**config.mk**
```make
export PLATFORM = sky130hd
export DESIGN_NAME = rtc_calendar
export DESIGN_NICKNAME = d
export VERILOG_FILES = /design/src/rtl/rtc_cal_pkg.sv /design/src/rtl/rtc_prescaler.sv /design/src/rtl/rtc_time_cnt.sv /design/src/rtl/rtc_date_cnt.sv /design/src/rtl/rtc_calendar.sv
export SDC_FILE = /design/constraint.sdc
export NUM_CORES = 1
export LEC_CHECK = 0
export BUFFER_PORTS_ARGS = -buffer_cell sky130_fd_sc_hd__buf_2
export CAP_MARGIN = 40
export CORE_ASPECT_RATIO = 1.75
export CORE_MARGIN = 2
export CORE_UTILIZATION = 44
export CTS_CLUSTER_DIAMETER = 120
export DETAILED_ROUTE_END_ITERATION = 7
export PLACE_DENSITY = 0.71
export SYNTH_ARGS = -nofsm -noshare
export SYNTH_HDL_FRONTEND = slang
export SYNTH_SLANG_ARGS = --single-unit
```
**constraint.sdc**
```tcl
create_clock -name clk -period 2.44 [get_ports clk]
set_input_delay 0 -clock clk [delete_from_list [all_inputs] [get_ports clk]]
set_output_delay 0 -clock clk [all_outputs]
set_load 0.02 [all_outputs]
```
**src/rtl/rtc_cal_pkg.sv**
```systemverilog
package rtc_cal_pkg;

  localparam int TIME_W = 23;
  localparam int DATE_W = 24;
  localparam logic [DATE_W-1:0] DATE_RST = 24'h002101;

  // two-digit BCD increment, no wrap handling
  function automatic logic [7:0] bcd_inc8(input logic [7:0] v);
    logic [7:0] r;
    if (v[3:0] == 4'h9) r = {v[7:4] + 4'h1, 4'h0};
    else                r = {v[7:4], v[3:0] + 4'h1};
    return r;
  endfunction

  // last day (BCD) of a BCD month in a BCD year
  function automatic logic [7:0] month_last(input logic [7:0] mon, input logic [7:0] yr);
    logic [6:0] ybin;
    logic [7:0] r;
    ybin = 7'(yr[7:4]) * 7'd10 + 7'(yr[3:0]);
    case (mon)
      8'h02:                      r = (ybin[1:0] == 2'b00) ? 8'h29 : 8'h28;
      8'h04, 8'h06, 8'h09, 8'h11: r = 8'h30;
      default:                    r = 8'h31;
    endcase
    return r;
  endfunction

endpackage

```
**src/rtl/rtc_prescaler.sv**
```systemverilog
module rtc_prescaler #(
  parameter int A_W = 7,
  parameter int S_W = 15
) (
  input  logic           clk,
  input  logic           rst_n,
  input  logic [A_W-1:0] reload_a,
  input  logic [S_W-1:0] reload_s,
  input  logic           freeze,
  output logic           tick
);

  logic [A_W-1:0] a_q, a_d;
  logic [S_W-1:0] s_q, s_d;
  logic           s_en;

  always_comb begin
    s_en = (a_q == '0) && !freeze;
    tick = s_en && (s_q == '0);
    if (freeze)          a_d = reload_a;
    else if (a_q == '0)  a_d = reload_a;
    else                 a_d = a_q - 1'b1;
    if (freeze)          s_d = reload_s;
    else if (s_en)       s_d = (s_q == '0) ? reload_s : s_q - 1'b1;
    else                 s_d = s_q;
  end

  always_ff @(posedge clk or negedge rst_n) begin
    if (!rst_n) begin
      a_q <= '0;
      s_q <= '0;
    end else begin
      a_q <= a_d;
      s_q <= s_d;
    end
  end

endmodule

```
**src/rtl/rtc_time_cnt.sv**
```systemverilog
module rtc_time_cnt
  import rtc_cal_pkg::*;
(
  input  logic              clk,
  input  logic              rst_n,
  input  logic              tick,
  input  logic              fmt_12h,
  input  logic              ld_en,
  input  logic [TIME_W-1:0] ld_val,
  output logic [TIME_W-1:0] time_q,
  output logic              day_carry
);

  logic [TIME_W-1:0] t_q, t_d, t_step;
  logic [7:0] sec_inc, min_inc, hr_inc;
  logic sec_wrap, min_wrap, hr_end;
  logic [5:0] hr_next;
  logic pm_next;

  always_comb begin
    sec_inc  = bcd_inc8({1'b0, t_q[6:0]});
    min_inc  = bcd_inc8({1'b0, t_q[14:8]});
    hr_inc   = bcd_inc8({2'b00, t_q[21:16]});
    sec_wrap = (t_q[6:0] == 7'h59);
    min_wrap = (t_q[14:8] == 7'h59);
    hr_next  = hr_inc[5:0];
    pm_next  = t_q[22];
    hr_end   = 1'b0;
    if (!fmt_12h) begin
      if (t_q[21:16] == 6'h23) begin
        hr_next = 6'h00;
        hr_end  = 1'b1;
      end
    end else begin
      if (t_q[21:16] == 6'h12) begin
        hr_next = 6'h01;
      end else if (t_q[21:16] == 6'h11) begin
        hr_next = 6'h12;
        pm_next = ~t_q[22];
        hr_end  = t_q[22];
      end
    end

    t_step = t_q;
    if (sec_wrap) begin
      t_step[6:0] = 7'h00;
      if (min_wrap) begin
        t_step[14:8]  = 7'h00;
        t_step[21:16] = hr_next;
        t_step[22]    = pm_next;
      end else begin
        t_step[14:8] = min_inc[6:0];
      end
    end else begin
      t_step[6:0] = sec_inc[6:0];
    end

    day_carry = sec_wrap && min_wrap && hr_end;

    if (ld_en)      t_d = ld_val;
    else if (tick)  t_d = t_step;
    else            t_d = t_q;
  end

  always_ff @(posedge clk or negedge rst_n) begin
    if (!rst_n) t_q <= '0;
    else        t_q <= t_d;
  end

  assign time_q = t_q;

endmodule

```
**src/rtl/rtc_date_cnt.sv**
```systemverilog
module rtc_date_cnt
  import rtc_cal_pkg::*;
(
  input  logic              clk,
  input  logic              rst_n,
  input  logic              adv,
  input  logic              ld_en,
  input  logic [DATE_W-1:0] ld_val,
  output logic [DATE_W-1:0] date_q
);

  logic [DATE_W-1:0] d_q, d_d, d_step;
  logic [7:0] day_inc, mon_inc, yr_inc, last_day;

  always_comb begin
    day_inc  = bcd_inc8({2'b00, d_q[5:0]});
    mon_inc  = bcd_inc8({3'b000, d_q[12:8]});
    yr_inc   = bcd_inc8(d_q[23:16]);
    last_day = month_last({3'b000, d_q[12:8]}, d_q[23:16]);

    d_step = d_q;
    d_step[15:13] = (d_q[15:13] == 3'd7) ? 3'd1 : d_q[15:13] + 3'd1;
    if ({2'b00, d_q[5:0]} == last_day) begin
      d_step[5:0] = 6'h01;
      if (d_q[12:8] == 5'h12) begin
        d_step[12:8]  = 5'h01;
        d_step[23:16] = (d_q[23:16] == 8'h99) ? 8'h00 : yr_inc;
      end else begin
        d_step[12:8] = mon_inc[4:0];
      end
    end else begin
      d_step[5:0] = day_inc[5:0];
    end

    if (ld_en)     d_d = ld_val;
    else if (adv)  d_d = d_step;
    else           d_d = d_q;
  end

  always_ff @(posedge clk or negedge rst_n) begin
    if (!rst_n) d_q <= DATE_RST;
    else        d_q <= d_d;
  end

  assign date_q = d_q;

endmodule

```
**src/rtl/rtc_calendar.sv**
```systemverilog
module rtc_calendar
  import rtc_cal_pkg::*;
#(
  parameter int A_W = 7,
  parameter int S_W = 15
) (
  input  logic              clk,
  input  logic              rst_n,
  input  logic [A_W-1:0]    presc_coarse_i,
  input  logic [S_W-1:0]    presc_fine_i,
  input  logic              fmt_12h_i,
  input  logic              freeze_i,
  input  logic              time_load_i,
  input  logic [TIME_W-1:0] time_load_val_i,
  input  logic              date_load_i,
  input  logic [DATE_W-1:0] date_load_val_i,
  output logic [TIME_W-1:0] time_o,
  output logic [DATE_W-1:0] date_o,
  output logic              tick_o
);

  logic tick;
  logic day_carry;
  logic t_ld, d_ld;

  assign t_ld = time_load_i && freeze_i;
  assign d_ld = date_load_i && freeze_i;

  rtc_prescaler #(.A_W(A_W), .S_W(S_W)) i_presc (
    .clk      (clk),
    .rst_n    (rst_n),
    .reload_a (presc_coarse_i),
    .reload_s (presc_fine_i),
    .freeze   (freeze_i),
    .tick     (tick)
  );

  rtc_time_cnt i_time (
    .clk       (clk),
    .rst_n     (rst_n),
    .tick      (tick),
    .fmt_12h   (fmt_12h_i),
    .ld_en     (t_ld),
    .ld_val    (time_load_val_i),
    .time_q    (time_o),
    .day_carry (day_carry)
  );

  rtc_date_cnt i_date (
    .clk    (clk),
    .rst_n  (rst_n),
    .adv    (tick && day_carry),
    .ld_en  (d_ld),
    .ld_val (date_load_val_i),
    .date_q (date_o)
  );

  assign tick_o = tick;

endmodule

```
# After elaboration in Yosys (flattened, before gate mapping)

Index checks and enable logic that the tools add are counted.

$add $sub $neg: 16
Multiply operators: 1
Equal/unequal tests: 21
Multiplexer cells: 40
Bitwise operators: 1
Reductions and logical operators: 36

Operator list:

| cell                                                | count |
|---|---|
| 2-to-1 mux 7 bit                                    | 9 |
| 2-to-1 mux 24 bit                                   | 2 |
| 2-to-1 mux 23 bit                                   | 2 |
| 2-to-1 mux 15 bit                                   | 3 |
| 2-to-1 mux 6 bit                                    | 7 |
| 2-to-1 mux 8 bit                                    | 4 |
| adder 4 x 1 -> 4 bit, second input constant         | 7 |
| equality test 4 bit, second input constant          | 6 |
| nonzero test 2 bit                                  | 9 |
| case mux 8 bit (2 select lines)                     | 1 |
| logical NOT 15 bit                                  | 1 |
| 2-to-1 mux 5 bit                                    | 3 |
| nonzero test 3 bit                                  | 5 |
| subtractor 15 x 1 -> 15 bit, second input constant  | 1 |
| equality test 7 bit, second input constant          | 2 |
| equality test 6 x 5 -> 1 bit, second input constant | 2 |
| AND reduction 3 bit                                 | 4 |
| equality test 5 x 3 -> 1 bit, second input constant | 2 |
| equality test 5 bit, second input constant          | 2 |
| adder 3 x 1 -> 3 bit, second input constant         | 3 |
| equality test 6 x 8 -> 1 bit                        | 1 |
| equality test 8 bit, second input constant          | 1 |
| 2-to-1 mux 1 bit                                    | 8 |
| AND reduction 2 bit                                 | 4 |
| 19 further kinds                                    | 26 |

Register bits: 69
Input bits: 75

# Longest topological paths before layout

Gate-level depths: netlist of run 1.

Word-level depth: 9
Mapped depth: 11
Depth with buffers taken out: 8

# Modules after synthesis

Synthesis of run 1 repeated with hierarchy kept, for this count alone.

Cells, all modules: 555
Area total of the unflattened synthesis: 4784.6 µm²

Modules (own cells, without submodules):

| module        | instances | cells an instance | area an instance (µm²) | sequential area each (µm²) |
|---|---|---|---|---|
| rtc_date_cnt  | 1         | 212               | 1764.2                 | 604.3 |
| rtc_time_cnt  | 1         | 174               | 1542.7                 | 575.6 |
| rtc_prescaler | 1         | 166               | 1458.9                 | 550.5 |
| rtc_calendar  | 1         | 3                 | 18.8                   | 0.0 |

# Worst setup path after synthesis of run 1

No wires, ideal clock.

Kind: flip-flop to flip-flop
Start: reg i_date.d_q[11] (netlist: i_date.date_q[11])
End: reg i_date.d_q[12] (netlist: i_date.date_q[12])
Setup time: 124 ps
Data arrival time: 2560 ps
Data required time: 2316 ps
Path slack: -244 ps
Cell stages (with the launch flop): 9
Buffers on the path: 2
Clock period less this slack: 2684 ps
Cell sequence: dfrtp_1 -> buf_2 -> or4b_4 -> or4b_1 -> a21oi_2 -> and3_1 -> buf_4 -> a21oi_1 -> a211o_1

Cells in the longest elaborated chain, start to end: 6

Ends and longest elaborated chain:

| element                                                    | line               | source |
|---|---|---|
| start, declared                                            | rtc_date_cnt.sv:12 | `logic [DATE_W-1:0] d_q, d_d, d_step;` |
| start signal, assigned                                     | rtc_date_cnt.sv:41 | `if (!rst_n) d_q <= DATE_RST;` |
| start signal, assigned                                     | rtc_date_cnt.sv:42 | `else d_q <= d_d;` |
| equality test 5 x 3 -> 1 bit, or another cell as far along | rtc_cal_pkg.sv:20  | `case (mon)` |
| OR reduction 4 bit                                         | rtc_cal_pkg.sv:20  |  |
| case mux 8 bit (2 select lines)                            | rtc_cal_pkg.sv:20  |  |
| equality test 6 x 8 -> 1 bit                               | rtc_date_cnt.sv:23 | `if ({2'b00, d_q[5:0]} == last_day) begin` |
| nonzero test 2 bit (no line)                               | -                  |  |
| AND reduction 3 bit (no line)                              | -                  |  |

Parallel ways exist; a longest one is shown, timed or not. The select of a mux whose other input is x is not followed.
A chain may end at the register's enable or synchronous reset.

# Worst setup path in the final report of run 1

Ends and elaborated chain as after synthesis.

==> impl_metrics.ini, run 1 <==
[power_and_ir_drop]
powerDensity_nw_per_um2 = 616
vdd_drop_max_uv = 515
power_leakage_nw = 3.19
p_total_mw = 4.36

[sta]
slew_headroom = 0.593
fin_setup_tns_ps = -84.9
hold_violations = 0
clock_skew_ps = 9.68
rsz0062_at_grt = yes
setup_viol = 6
fmax_ghz = 0.406
worst_pin_slew_ps = 602
finalMaxSlewViolations = 0
worst_slack_ps = -24.1
fin_crit_ps = 2460
post-route-period-util = 1.01

[routing]
drc = 0
drtIter0Drc = 265
first_pass_iters = 5
wl_per_cell_um = 16.1
totalWireLength_um = 15100
antenna_left = 0
vias = 5258
via_per_inst = 5.64

[synthesis]
ys_seq_elements = 69
synth_area_per_cell_um2 = 8.29
ys_seq_area_frac = 0.379
synth.distinct_cells = 65
synthArstFlopShare = 1.00
syn_area_um2 = 4570
synth-main-ff-cell = dfrtp_1
synth.net_count = 647
netlist_instances = 551
synth_edf_count = 0
yosys_warnings = 0

[final_layout]
num_antenna_cells = 0
area_growth_pct = 55.0
final_cell_mix = 123 x buf_2, 76 x nand2_1, 73 x buf_4
fin_area_um2 = 7080
final_common_cell = buf_2
layout-drive-gt1-share = 0.333
layout.nets = 897

[placement]
dpl_cell_area_um2 = 5790
io_buffers = 122
place_congestion = 0.950
dp_hpwl_um = 10500

[global_routing]
grt_usage = 0.271
grt_max_degree = 47
grt_overflow = 0
grt_first_pass_wirelength_um = 24000
grt_pass1_vias = 5183
grt_antenna_before_repair = 0

[clock_network]
h-tree-depth = 3
clkSlewWorstSetupHoldPaths_ps = 60
clockRootBuffer = clkbuf_16
clockBufferDepth = 2
cts_buffers = 9
cts_tree = done
cts_sinks = 69
clkLatencyLatePin_ps = 330

[min_path]
hp-class = in -> reg
min_path_cells = 4

[setup_path]
reg2reg_slack_ps = -20
r2r_cells = 7
slowest_stage = or4b_4
critPathMaxFanout = 8
crit_chain = or4b_4 -> or4b_4 -> a21oi_4 -> buf_6 -> and3_4 -> a21oi_2 -> a211o_1
path_class = reg -> reg
path_common_cell = or4b_4
crit_required_ps = 2660
crit_path_start_kind = flop
crit_arrival_ps = 2680
endpoint_kind = flop
cpPeakStageDelay_ps = 550

[die]
rows = 49
fp.dieH_um = 139
core-area_um2 = 10200
initial_core_util = 0.449
boundaryPins = 123
dieArea_um2 = 11200
die_width_um = 81

[outcome]
violations = negative setup slack
status = finished with violations

[job]
max_cap_violations = 0
==> flip-flops by register name, indices dropped and copies added, names as in the netlist <==
register and cells:
i_presc.s_q 15, i_time.time_q 23, i_date.date_q 24, i_presc.a_q 7
==> path summary, 6_finish.rpt <==
kind                                   start                 to
setup / recovery           i_date.date_q[11]  i_date.date_q[12]
hold / removal               presc_fine_i[8]     i_presc.s_q[8]
setup reg to reg           i_date.date_q[11]  i_date.date_q[12]
hold reg to reg            i_time.time_q[15]  i_time.time_q[15]
max in group asynchronous              rst_n   i_date.date_q[0]
min in group asynchronous              rst_n  i_time.time_q[22]
==> critical path, delay by kind of cell, from the launching register on <==
family	cells	cell delay, ps
and+or+nand+nor	3	1330
AOI/OAI and AO/OA	3	500
buffers and inverters	1	120
DFF	1	400
==> cell type report <==
class,count,area (um2)
tap,127,159
clock buffer,9,225
timing repair buffer,268,1920
clock inverter,7,138
fill,812,3100
inverter,25,93.8
multi-input combinational,428,2810
sequential,69,1740
==> metal layers <==
layer / up-vias / GRT usage / share of wire
li1: 2507 / - / -
met1: 2516 / 0.300 / 0.38
met2: 195 / 0.490 / 0.54
met3: 40 / 0.0469 / 0.045
met4: 0 / 0.115 / 0.035
met5: - / 0 / 0
==> through the flow <==
step / std cells / setup slack [ps] / util / hold slack, ps
floorplan: 551 / -204 / - / -296
global placement: 839 / -99.0 / 0.566 / 192
detailed placement: 840 / -155 / 0.569 / 21.0
CTS: 921 / -55.8 / 0.674 / 2.24
global route: 933 / -159 / 0.695 / 37.7
finish: 933 / -24.1 / 0.695 / 8.56
==> kinds of logic after synthesis <==
logic type,share of synthesized area
and+or+nand+nor,0.289
AOI/OAI and AO/OA,0.192
DFF,0.379
buffers and inverters,0.0474
adders and majority gates,0.0575
xor gates and xnor gates,0.0192
muxes,0.0156
==> report_power, final <==
group | switching (mW) | leakage (nW) | internal (mW)
Combinational | 0.667 | 2.20 | 0.588
Clock | 0.508 | 0.175 | 1.10
Sequential | 0.186 | 0.812 | 1.31
Total | 1.36 | 3.19 | 3.00
==> synthesized netlist by cell type, drive strengths merged (9+ instances only) <==
cell,number,area (um2)
nand2,77,289
a31oi,18,113
a21oi,25,129
nand3,26,135
o21ai,50,250
or3,11,68.8
nand4,9,56.3
dfrtp,66,1650
inv,25,93.8
ha,21,263
nor2,40,150
nor3,23,120
o211ai,10,75.1
clkbuf,24,90.1
==> what timing repair did <==
item                                    CTS  global route
endpoints found under the hold margin    85             0
hold buffers                             64             0
resized for setup                        11            32
setup buffers                             1            13
pin swaps                                 5            22
endpoints found under the setup margin   24            28
cloned                                    1             0
Note: power is estimated with default switching activity, not from simulation.
==> inputs of run 2 (changes only) <==
--- a/config.mk
+++ b/config.mk
@@ -8,10 +8,11 @@
 export BUFFER_PORTS_ARGS = -buffer_cell sky130_fd_sc_hd__buf_2
 export CAP_MARGIN = 40
 export CORE_ASPECT_RATIO = 1.75
-export CORE_MARGIN = 2
 export CORE_UTILIZATION = 44
 export CTS_CLUSTER_DIAMETER = 120
+export CTS_CLUSTER_SIZE = 28
 export DETAILED_ROUTE_END_ITERATION = 7
+export HOLD_SLACK_MARGIN = 0.08
 export PLACE_DENSITY = 0.71
 export SYNTH_ARGS = -nofsm -noshare
 export SYNTH_HDL_FRONTEND = slang
==> impl_metrics.ini, run 2 (synthesized netlist as in run 1, its figures left out) <==
[sta]
clock_skew_ps = 7.45
fin_crit_ps = 2500
rsz0062_at_grt = yes
hold_violations = 0
finalMaxSlewViolations = 0
worst_pin_slew_ps = 916
fin_setup_tns_ps = -262
worst_slack_ps = -56.4
post-route-period-util = 1.02
setup_viol = 6
fmax_ghz = 0.401
slew_headroom = 0.383

[global_routing]
met1_usage = 0.306
grt_overflow = 0
grt_antenna_before_repair = 0
grt.met2_usage = 0.565
grt_max_degree = 32
grt_usage = 0.296
grt_first_pass_wirelength_um = 25000
met3_usage = 0.0427
grt_busiest_layer = met2
grt_pass1_vias = 5371

[final_layout]
layout.nets = 898
multiInputGateArea_um2 = 2870
final_cell_mix = 122 x buf_2, 75 x nand2_1, 69 x dlygate4sd3_1
layout-drive-gt1-share = 0.330
largest_reg_flops = 24
fill_cells = 757
final_common_cell = buf_2
post-route-util = 0.712
regArea_um2 = 1730
num_antenna_cells = 0
instances_no_fill = 932
area_growth_pct = 55.4

[setup_path]
r2r-start = i_date.date_q[11]
endpoint_kind = flop
reg2reg_slack_ps = -60
crit_path_start_kind = flop
r2r_cells = 6
reg2reg_to = i_date.date_q[10]
crit_arrival_ps = 2750
crit_required_ps = 2700
critPathMaxFanout = 5
path_class = reg -> reg

[power_and_ir_drop]
vdd_drop_max_uv = 472
p_total_mw = 4.18
power_leakage_nw = 3.20
powerDensity_nw_per_um2 = 589

[clock_network]
clkLatencyLatePin_ps = 330
clkSlewWorstSetupHoldPaths_ps = 60
cts_tree = done
cts_buffers = 9
cts_sinks = 69
clockBufferDepth = 2
h-tree-depth = 3
clockRootBuffer = clkbuf_16

[min_path]
hold_end = i_presc.s_q[3]
min_path_cells = 4
hp-class = in -> reg
worstHoldStart = presc_fine_i[3]

[routing]
totalWireLength_um = 15900
via_per_inst = 5.72
vias = 5331
first_pass_iters = 5
antenna_left = 0
drtIter0Drc = 361
drc = 0
wl_per_cell_um = 17.0

[job]
max_cap_violations = 0

[outcome]
status = finished with violations
violations = negative setup slack

[placement]
dp_hpwl_um = 10800
dp.cells = 834
io_buffers = 122
place_congestion = 0.907

[die]
initial_core_util = 0.458
rows = 48
boundaryPins = 123
fp.dieH_um = 137
die_width_um = 79
dieArea_um2 = 10800
core-area_um2 = 9970
run 2: how the worst max path moves through the flow:
| stage | start | endpoint | slack [ps] | cells past startpoint |
|---|---|---|---|---|
| final | i_date.date_q[11] | i_date.date_q[10] | -60 | 6 |
| after global routing | i_date.date_q[11] | i_date.date_q[10] | -120 | 6 |
| after CTS | i_date.date_q[11] | i_date.date_q[19] | 3 | 7 |
| after detailed placement | i_presc.a_q[1] | i_date.date_q[10] | -230 | 11 |
| after global placement | i_presc.a_q[0] | i_date.date_q[10] | -170 | 11 |
| after floorplan | i_time.time_q[18] | i_date.date_q[10] | -200 | 7 |
run 2: layout make-up:
class | count | area share
clock buffer | 10 | 0.0337
timing repair buffer | 268 | 0.271
clock inverter | 6 | 0.0122
multi-input combinational | 429 | 0.404
sequential | 69 | 0.244
inverter | 25 | 0.0132
tap | 125 | 0.0220
run 2: repair_timing:
action | in CTS | in global routing
hold endpoints to repair | 93 | 0
buffers inserted | 4 | 8
gates cloned | 1 | 0
gates resized for setup | 15 | 39
endpoints found under the setup margin | 17 | 28
hold buffers | 69 | 0
pin swaps | 5 | 29
run 2: metal layers:
| layer | part of all wire | wire, um |
|---|---|---|
| met1 | 0.36 | 5780 |
| met2 | 0.55 | 8780 |
| met3 | 0.048 | 757 |
| met4 | 0.035 | 558 |
| met5 | 0 | 0 |
run 2: through the flow:
stage / setup slack (ps) / area [um2] / hold WS, ps
after floorplan: -204 / 4610 / -296
after global placement: -175 / 5740 / 111
after detailed placement: -232 / 5740 / 112
after CTS: 3.25 / 6850 / 99.2
final: -56.4 / 7100 / 149
after global routing: -123 / 7100 / 166
run 2: power breakdown:
part | leakage [nW] | switching [mW] | internal [mW]
Clock | 0.158 | 0.509 | 0.921
Sequential | 0.813 | 0.194 | 1.31
Combinational | 2.22 | 0.675 | 0.574
Total | 3.20 | 1.38 | 2.80
run 2: critical path: stages, from the launching register on:
cell and delay, ps:
dfrtp_2 410, or4b_4 520, or4b_4 510, a21oi_4 200
nand3_4 120, or4_4 500, a31oi_1 160
==> inputs of run 3 (changes only) <==
--- a/config.mk
+++ b/config.mk
@@ -8,12 +8,12 @@
 export BUFFER_PORTS_ARGS = -buffer_cell sky130_fd_sc_hd__buf_2
 export CAP_MARGIN = 40
 export CORE_ASPECT_RATIO = 1.75
-export CORE_UTILIZATION = 44
+export CORE_UTILIZATION = 48
 export CTS_CLUSTER_DIAMETER = 120
 export CTS_CLUSTER_SIZE = 28
 export DETAILED_ROUTE_END_ITERATION = 7
 export HOLD_SLACK_MARGIN = 0.08
-export PLACE_DENSITY = 0.71
+export PLACE_DENSITY = 0.77
 export SYNTH_ARGS = -nofsm -noshare
 export SYNTH_HDL_FRONTEND = slang
 export SYNTH_SLANG_ARGS = --single-unit
==> impl_metrics.ini, run 3 (synthesized netlist as in run 1, its figures left out) <==
[outcome]
status = finished with violations
violations = negative setup slack

[clock_network]
h-tree-depth = 3
clockBufferDepth = 2
cts_tree = done
clkLatencyLatePin_ps = 340
cts_sinks = 69
clkSlewWorstSetupHoldPaths_ps = 60
cts_buffers = 9
clockRootBuffer = clkbuf_16

[die]
core-area_um2 = 9150
dieArea_um2 = 9920
rows = 46
boundaryPins = 123
fp.dieH_um = 131
die_width_um = 75.7
initial_core_util = 0.499

[power_and_ir_drop]
power.internal_mw = 2.84
power_frac_seq = 0.354
p_comb_frac = 0.300
swShare = 0.329
power.switching_mw = 1.39
vdd_drop_max_uv = 554
p_total_mw = 4.23
powerDensity_nw_per_um2 = 601
power_leakage_nw = 3.18
clkPwrFrac = 0.346

[final_layout]
fill_cells = 595
instances_no_fill = 927
layout-drive-gt1-share = 0.320
final_cell_mix = 122 x buf_2, 77 x nand2_1, 71 x buf_4
largest_reg_flops = 24
num_antenna_cells = 0
final_common_cell = buf_2
area_growth_pct = 54.2
layout.nets = 898
fin_area_um2 = 7040

[placement]
dp_hpwl_um = 10800
io_buffers = 122
dpl_cell_area_um2 = 5800
dp.cells = 836
place_congestion = 0.908

[min_path]
hp-class = in -> async

[sta]
slew_headroom = 0.593
finalMaxSlewViolations = 0
worst_slack_ps = -53.6
setup_viol = 3
post-route-period-util = 1.02
fin_crit_ps = 2490
hold_violations = 0
fin_setup_tns_ps = -112
whs_ps = 159
fmax_ghz = 0.401
worst_pin_slew_ps = 610
rsz0062_at_grt = yes
clock_skew_ps = 10.4

[routing]
drc = 0
first_pass_iters = 5
antenna_left = 0
via_per_inst = 5.96
totalWireLength_um = 16300
vias = 5528
drtIter0Drc = 369
wl_per_cell_um = 17.6

[setup_path]
crit_arrival_ps = 2760
crit_required_ps = 2710
crit_path_start_kind = flop
reg2reg_slack_ps = -50
endpoint_kind = flop
critPathLaunch = i_presc.s_q[0]
path_class = reg -> reg
r2r-start = i_presc.s_q[0]
critPathMaxFanout = 5
r2r_cells = 10
reg2reg_to = i_date.date_q[23]

[global_routing]
grt_usage = 0.333
grt_max_degree = 37
grt_antenna_before_repair = 0
grt_first_pass_wirelength_um = 24800
grt_overflow = 0
grt_pass1_vias = 5536

[job]
max_cap_violations = 0
==> run 3: area by class of cell <==
class	count	area, um2	share of cell area
well taps	120	150	0.0213
inverters	25	93.8	0.0133
multi-input cells	429	2810	0.399
clock buffers	11	253	0.0359
clock inverters	5	82.6	0.0117
repair buffers	268	1920	0.273
flip-flops and latches	69	1730	0.246
==> run 3: critical path, cell delays in order (launching register included) <==
cell and delay [ps]:
dfrtp_1 370, inv_1 80, ha_2 210, nor4b_4 270
nand4_1 150, buf_6 150, a2111oi_4 330, buf_4 210
nand3_4 100, or3_1 440, nand3_1 100
==> run 3: worst max-delay path by stage <==
stage                                   end  slack [ps]  cells after the start
after floorplan           i_date.date_q[10]        -200                      7
after global placement    i_date.date_q[23]        -120                     11
after detailed placement   i_date.date_q[3]        -180                      8
after CTS                 i_date.date_q[23]           6                      7
after global routing      i_date.date_q[23]        -180                     10
final                     i_date.date_q[23]         -50                     10
==> run 3: layer usage <==
metal  track usage  wire length, um  vias up  share of wire
li1              -                -     2510              -
met1         0.334             5800     2636           0.36
met2         0.602             8860      306           0.54
met3        0.0606              901       76          0.055
met4         0.223              749        0          0.046
met5             0                0        -              0
==> run 3: per-stage QoR <==
step	utilization	setup WS, ps
floorplan	-	-204
global placement	0.631	-116
detailed placement	0.633	-178
CTS	0.753	6.40
global route	0.769	-183
finish	0.769	-53.6
==> run 3: power by group through the flow <==
stage          logic [mW]  clock network, mW  registers [mW]
2_1_floorplan       0.478                  0            1.61
3_3_place_gp         1.06                  0            1.48
3_5_place_dp         1.10                  0            1.49
4_1_cts              1.20               1.48            1.48
5_1_grt              1.38               1.51            1.52
6_report             1.27               1.46            1.50
==> run 3: repair_timing <==
item | CTS | global route
gates cloned | 1 | 0
buffers inserted | 0 | 5
setup endpoints to repair | 23 | 27
pin swaps | 5 | 18
hold buffers | 69 | 0
endpoints found under the hold margin | 137 | 0
resized for setup | 11 | 29
